===== src/rtl/sidx_pkg.sv =====
`timescale 1ns/1ps
package sidx_pkg;
  parameter int XLEN     = 32;
  parameter int NREG     = 16;
  parameter int SHW      = 2;
  parameter int BITSHIFT = 3;
  parameter int ALIGNW   = 2;
  localparam int IDXW    = $clog2(NREG);

  localparam logic [7:0] OP_MAIN    = 8'h01;
  localparam logic [7:0 ] SUB_SCALED = 8'h60;
  localparam logic [7:0] SUB_BITIDX = 8'h62;

  typedef logic [IDXW-1:0] regIdx_t;
  typedef logic [XLEN-1:0] word_t;

  typedef struct packed {
    logic            wrEn;
    logic            bitMode;
    logic            badOp;
    regIdx_t         dst;
    regIdx_t         base;
    regIdx_t         idx;
    logic [SHW-1:0]  shamt;
  } ctrlStrobes_t;
endpackage


===== src/rtl/sidx_ctrl.sv =====
`timescale 1ns/1ps
module sidx_ctrl
  import sidx_pkg::*;
(
  input  logic           instValid,
  input  logic [31:0]    instWord,
  input  logic           shortForm,
  input  regIdx_t        shortDst,
  input  regIdx_t        shortBase,
  input  logic [SHW-1:0] shortShift,
  output ctrlStrobes_t   strobes
);
  localparam regIdx_t IMPLICIT_IDX = regIdx_t'(NREG - 1);

  logic       priOk;
  logic       isScaled;
  logic       isBitIdx;
  logic       legal;
  logic [7:0] subOp;

  always_comb begin
    subOp    = instWord[27:20];
    priOk    = (instWord[7:0] == OP_MAIN);
    isScaled = priOk && (subOp == SUB_SCALED);
    isBitIdx = priOk && (subOp == SUB_BITIDX);
    legal    = isScaled || isBitIdx;

    strobes = '0;
    if (shortForm) begin
      strobes.wrEn    = instValid;
      strobes.bitMode = 1'b0;
      strobes.badOp   = 1'b0;
      strobes.dst     = shortDst;
      strobes.base    = shortBase;
      strobes.idx     = IMPLICIT_IDX;
      strobes.shamt   = shortShift;
    end else begin
      strobes.wrEn    = instValid && legal;
      strobes.bitMode = isBitIdx;
      strobes.badOp   = instValid && !legal;
      strobes.dst     = instWord[28 +: IDXW];
      strobes.base    = instWord[12 +: IDXW];
      strobes.idx     = instWord[8 +: IDXW];
      strobes.shamt   = isBitIdx ? '0 : instWord[16 +: SHW];
    end
  end
endmodule


===== src/rtl/sidx_dpath.sv =====
`timescale 1ns/1ps
module sidx_dpath
  import sidx_pkg::*;
(
  input  logic         clk,
  input  logic         rst,
  input  ctrlStrobes_t strobes,
  input  logic         preAddrWe,
  input  logic         preDataWe,
  input  regIdx_t      preIdx,
  input  word_t        preValue,
  input  regIdx_t      obsAddrIdx,
  input  regIdx_t      obsDataIdx,
  output word_t        obsAddrVal,
  output word_t        obsDataVal,
  output word_t        wbValue,
  output logic         illegal
);
  localparam word_t ALIGN_MASK = ~word_t'((1 << ALIGNW) - 1);

  word_t aFile [NREG];
  word_t dFile [NREG];

  word_t baseVal;
  word_t idxVal;
  word_t scaledSum;
  word_t bitOffset;
  word_t bitSum;

  always_comb begin
    baseVal    = aFile[strobes.base];
    idxVal     = dFile[strobes.idx];
    scaledSum  = baseVal + (idxVal << strobes.shamt);
    bitOffset  = word_t'($signed(idxVal) >>> BITSHIFT);
    bitSum     = (baseVal + bitOffset) & ALIGN_MASK;
    wbValue    = strobes.bitMode ? bitSum : scaledSum;
    obsAddrVal = aFile[obsAddrIdx];
    obsDataVal = dFile[obsDataIdx];
  end

  always_ff @(posedge clk) begin
    if (rst) begin
      for (int i = 0; i < NREG; i++) begin
        aFile[i] <= '0;
        dFile[i] <= '0;
      end
      illegal <= 1'b0;
    end else begin
      if (preAddrWe) aFile[preIdx] <= preValue;
      if (preDataWe) dFile[preIdx] <= preValue;
      if (strobes.wrEn) aFile[strobes.dst] <= wbValue;
      illegal <= strobes.badOp;
    end
  end
endmodule


===== src/rtl/sidx_agu.sv =====
`timescale 1ns/1ps
module sidx_agu
  import sidx_pkg::*;
(
  input  logic           clk,
  input  logic           rst,
  input  logic           instValid,
  input  logic [31:0]    instWord,
  input  logic           shortForm,
  input  logic [3:0]     shortDst,
  input  logic [3:0]     shortBase,
  input  logic [1:0]     shortShift,
  input  logic           preAddrWe,
  input  logic           preDataWe,
  input  logic [3:0]     preIdx,
  input  logic [31:0]    preValue,
  input  logic [3:0]     obsAddrIdx,
  output logic [31:0]    obsAddrVal,
  input  logic [3:0]     obsDataIdx,
  output logic [31:0]    obsDataVal,
  output logic           illegal
);
  ctrlStrobes_t strobes;
  word_t        wbValue;

  sidx_ctrl ctrl_i (
    .instValid (instValid),
    .instWord  (instWord),
    .shortForm (shortForm),
    .shortDst  (shortDst),
    .shortBase (shortBase),
    .shortShift(shortShift),
    .strobes   (strobes)
  );

  sidx_dpath dpath_i (
    .clk       (clk),
    .rst       (rst),
    .strobes   (strobes),
    .preAddrWe (preAddrWe),
    .preDataWe (preDataWe),
    .preIdx    (preIdx),
    .preValue  (preValue),
    .obsAddrIdx(obsAddrIdx),
    .obsDataIdx(obsDataIdx),
    .obsAddrVal(obsAddrVal),
    .obsDataVal(obsDataVal),
    .wbValue   (wbValue),
    .illegal   (illegal)
  );
endmodule


===== config.mk =====
export PLATFORM = sky130hd
export DESIGN_NAME = sidx_agu
export DESIGN_NICKNAME = d
export VERILOG_FILES = /design/src/rtl/sidx_pkg.sv /design/src/rtl/sidx_ctrl.sv /design/src/rtl/sidx_dpath.sv /design/src/rtl/sidx_agu.sv
export SDC_FILE = /design/constraint.sdc
export NUM_CORES = 2
export LEC_CHECK = 0
export BUFFER_PORTS_ARGS = -buffer_cell sky130_fd_sc_hd__buf_2
export CAP_MARGIN = 30
export CORE_MARGIN = 2
export CORE_UTILIZATION = 35
export DETAILED_ROUTE_END_ITERATION = 10
export PLACE_DENSITY = 0.56
export SLEW_MARGIN = 20
export SYNTH_ARGS = -nofsm -noshare
export SYNTH_HDL_FRONTEND = slang
export SYNTH_SLANG_ARGS = --single-unit

===== constraint.sdc =====
create_clock -name clk -period 13.2 [get_ports clk]
set_input_delay 0 -clock clk [delete_from_list [all_inputs] [get_ports clk]]
set_output_delay 0 -clock clk [all_outputs]
set_load 0.05 [all_outputs]

==> reports/metrics.cfg <==
[status]
outcome=finished clean

[synthesis]
synth_top_cell_by_area=edfxtp_1
synth_seq_cells=1025
yosysWarnings=0
synth_cell_types=93
syn_nets=5301
yosysSeqAreaShare=0.4932
async_reset_ff_frac=0
syn-instance-count=5147
synth-edff-count=1024
syn-cell-area_mm2=0.06239
synth_top_cell_area_share=0.4929
synth-main-ff-cell=edfxtp_1
syn-mean-instance-area_um2=12.12
netlist_top_cells_area=edfxtp_1, mux4_2, and2_1

[power_and_ir_drop]
power.leakage_uw=0.02401
internal_power_uw=6201
ir_drop_mv=0.1216
p_sw_frac=0.3337
combPwrFrac=0.260
p_per_area_mw_per_mm2=133.7
p_switching_uw=3105
clkPwrFrac=0.327
pwr-share-seq=0.413

[routing]
drc=0
drt_first_iter_violations=7049
detail-route-antenna-nets=0
routed_via_density=6.370
vias=48000
dr.pass1.iters=8
avgRoutedWirePerCell_um=33.16
routed_wl_mm=249.8

[layout]
utilization=0.3940
fillers=16570
synthToLayoutAreaGrowth_pct=11.58
nNetsFinal=5253
layout-drive-gt1-share=0.2139

[sta]
tns_ns=0
setup_viol=0
min_period_ns=6.632
final_hold_viol_count=0
maxSlewHeadroom=0.2702
fmax_ghz=0.1508
rsz0062_at_grt=false
worstMarginPinSlew_ns=1.095
slew_violations=0
setup_ws_ns=6.568
post-route-period-util=0.5024
fin_worst_skew_ns=0.02872

[critical_path]
arrival_ns=7.11
cp_num_buf_inv=3
end_kind=register
r2r-start=dpath_i.dFile[14][11]$_SDFFCE_PN0P_
reg2reg_slack_ns=7.36
start_kind=input port
critPathTopFamily=compound AO/OA/AOI/OAI gates
cpMostUsedCell=buf_4
reg2reg_to=dpath_i.aFile[14][31]$_DFFE_PP_
crit_path_top_delay_cell=a2111oi_0
critical_path_required_ns=13.68
cp_max_fo=34
ff2ff_path_depth=16
crit_type=in -> reg
crit_chain=buf_4, mux2i_4, buf_4, buf_4, mux4_2, and2_0, a211oi_1, a31oi_1, ha_1, a21o_1, o41ai_1, a31oi_1, a2111oi_0, o41ai_1, nor3_1, or3b_1, o21ai_1
cp_slowest_stage_delay_ns=0.76

[clock_tree]
cts_tree=built
ctsLongestPathBuffers=3
cts.sinks=1025
cts_buffers=110
clkTransAtPathRegs_ns=0.06
htree_levels=3
cts_resized=0
insertion_delay_ns=0.76
postCtsSetupRepairBufs=0
holdBufCountCts=31
clockRootBuffer=clkbuf_16

[global_routing]
antenna_found_initial=20
grt_usage=0.2707
overflow=0
grt_pass1_wl_mm=350.4
grt_pass1_vias=46500
grt_max_degree=79

[worst_hold_path]
min_from=preValue[4]
hold_class=in -> reg
worstHoldEndpoint=dpath_i.aFile[1][4]$_DFFE_PP_
holdPathStages=3

[floorplan]
start_util=0.3531
pin_count=157
fp.dieH_um=426.2
core.rowCount=154
coreArea_mm2=0.1767
die_w_um=426.2
die-area_mm2=0.1817

[run]
max-cap-violations=0

[placement]
portBuffers=154
gp_congestion=0.8972
pre_cts_ws_ns=5.855
dpl.hpwl_mm=144.0

==> kinds of logic after synthesis <==
group / count (synthesis) / share of synthesized area
multiplexers: 715 / 0.2054
flip-flops: 1025 / 0.4932
AND/OR/NAND/NOR: 1610 / 0.1282
buffers and inverters: 575 / 0.03598
XOR/XNOR: 41 / 0.005755
adder cells (fa/ha/maj): 62 / 0.01255
AO/OA/AOI/OAI: 1119 / 0.1190
==> per-stage QoR <==
stage | power, uW | cells | area (um^2) | hold slack [ns]
2_1_floorplan | 5373 | 5147 | 62390 | 0.1722
3_3_place_gp | 6208 | 7276 | 65690 | 0.2964
3_5_place_dp | 6245 | 7288 | 65800 | 0.2993
4_1_cts | 9257 | 7517 | 69510 | 0.01478
5_1_grt | 9570 | 7529 | 69600 | 0.03882
6_report | 9307 | 7535 | 69610 | 0.05252
==> worst max path at each step <==
stage | from | to | slack (ns) | cells past startpoint
after detailed placement | shortForm | dpath_i.aFile[14][31]$_DFFE_PP_ | 5.86 | 17
final | shortForm | dpath_i.aFile[14][31]$_DFFE_PP_ | 6.57 | 17
after global routing | shortForm | dpath_i.aFile[14][31]$_DFFE_PP_ | 6.22 | 17
after CTS | shortForm | dpath_i.aFile[14][31]$_DFFE_PP_ | 6.63 | 17
after global placement | shortForm | dpath_i.aFile[8][31]$_DFFE_PP_ | 5.93 | 17
after floorplan | shortForm | dpath_i.aFile[0][29]$_DFFE_PP_ | 7.72 | 20
==> per-layer routing <==
layer / routed length, um / share of wire / GRT usage
met1: 92950 / 0.37 / 0.3433
met2: 116900 / 0.47 / 0.4384
met3: 27330 / 0.11 / 0.06261
met4: 12660 / 0.051 / 0.1269
met5: 40 / 0.00016 / 0
==> placed cells by master, fill, tap and decap left out, types with 97 or more instances in the layout <==
cell type  count
mux2i_1      243
nor2_1       121
nand2_1      661
a22o_1        97
buf_4        180
buf_2        150
mux4_2       449
o21ai_1       97
a21oi_1      120
clkbuf_16    114
and2_1       550
o21ai_0      318
edfxtp_1    1024
==> worst min-delay path, cell delays in order <==
cell     delay, ns
buf_2         0.38
nand2_1       0.15
o21ai_0       0.07
==> synthesized netlist by cell type, drive strengths merged, types with 44 or more instances <==
master,n
a22oi,59
a31oi,66
buf,111
ha,61
a211oi,44
edfxtp,1024
nand2,662
mux4,449
clkbuf,427
o221ai,55
a22o,97
mux2i,248
o21ai,425
and2,557
a21oi,122
nor2,143
o211ai,53
or2,50
nand3,54
==> power by group through the flow <==
stage	Clock (uW)	Sequential (uW)	Combinational (uW)
6_report	3050	3840	2420
3_3_place_gp	0	3900	2310
4_1_cts	3060	3840	2360
2_1_floorplan	0	3870	1500
5_1_grt	3180	3860	2530
3_5_place_dp	0	3900	2340
==> area by class of cell <==
cell class	count	area, um^2	area share
Clock buffer	137	2939	0.04222
Multi-Input combinational cell	3547	29720	0.4270
Tap cell	2340	2928	0.04206
Timing Repair Buffer	378	2634	0.03783
Sequential cell	1025	30770	0.4420
Antenna cell	10	25.02	0.0003595
Inverter	37	141.4	0.002031
Clock inverter	61	452.9	0.006506
==> state kept, by name, indices dropped and copies added, names as in the netlist <==
| register | flops |
|---|---|
| dpath_i.aFile | 512 |
| dpath_i.dFile | 512 |
| dpath_i.illegal | 1 |
No activity file was read; power rests on OpenSTA's default activity.
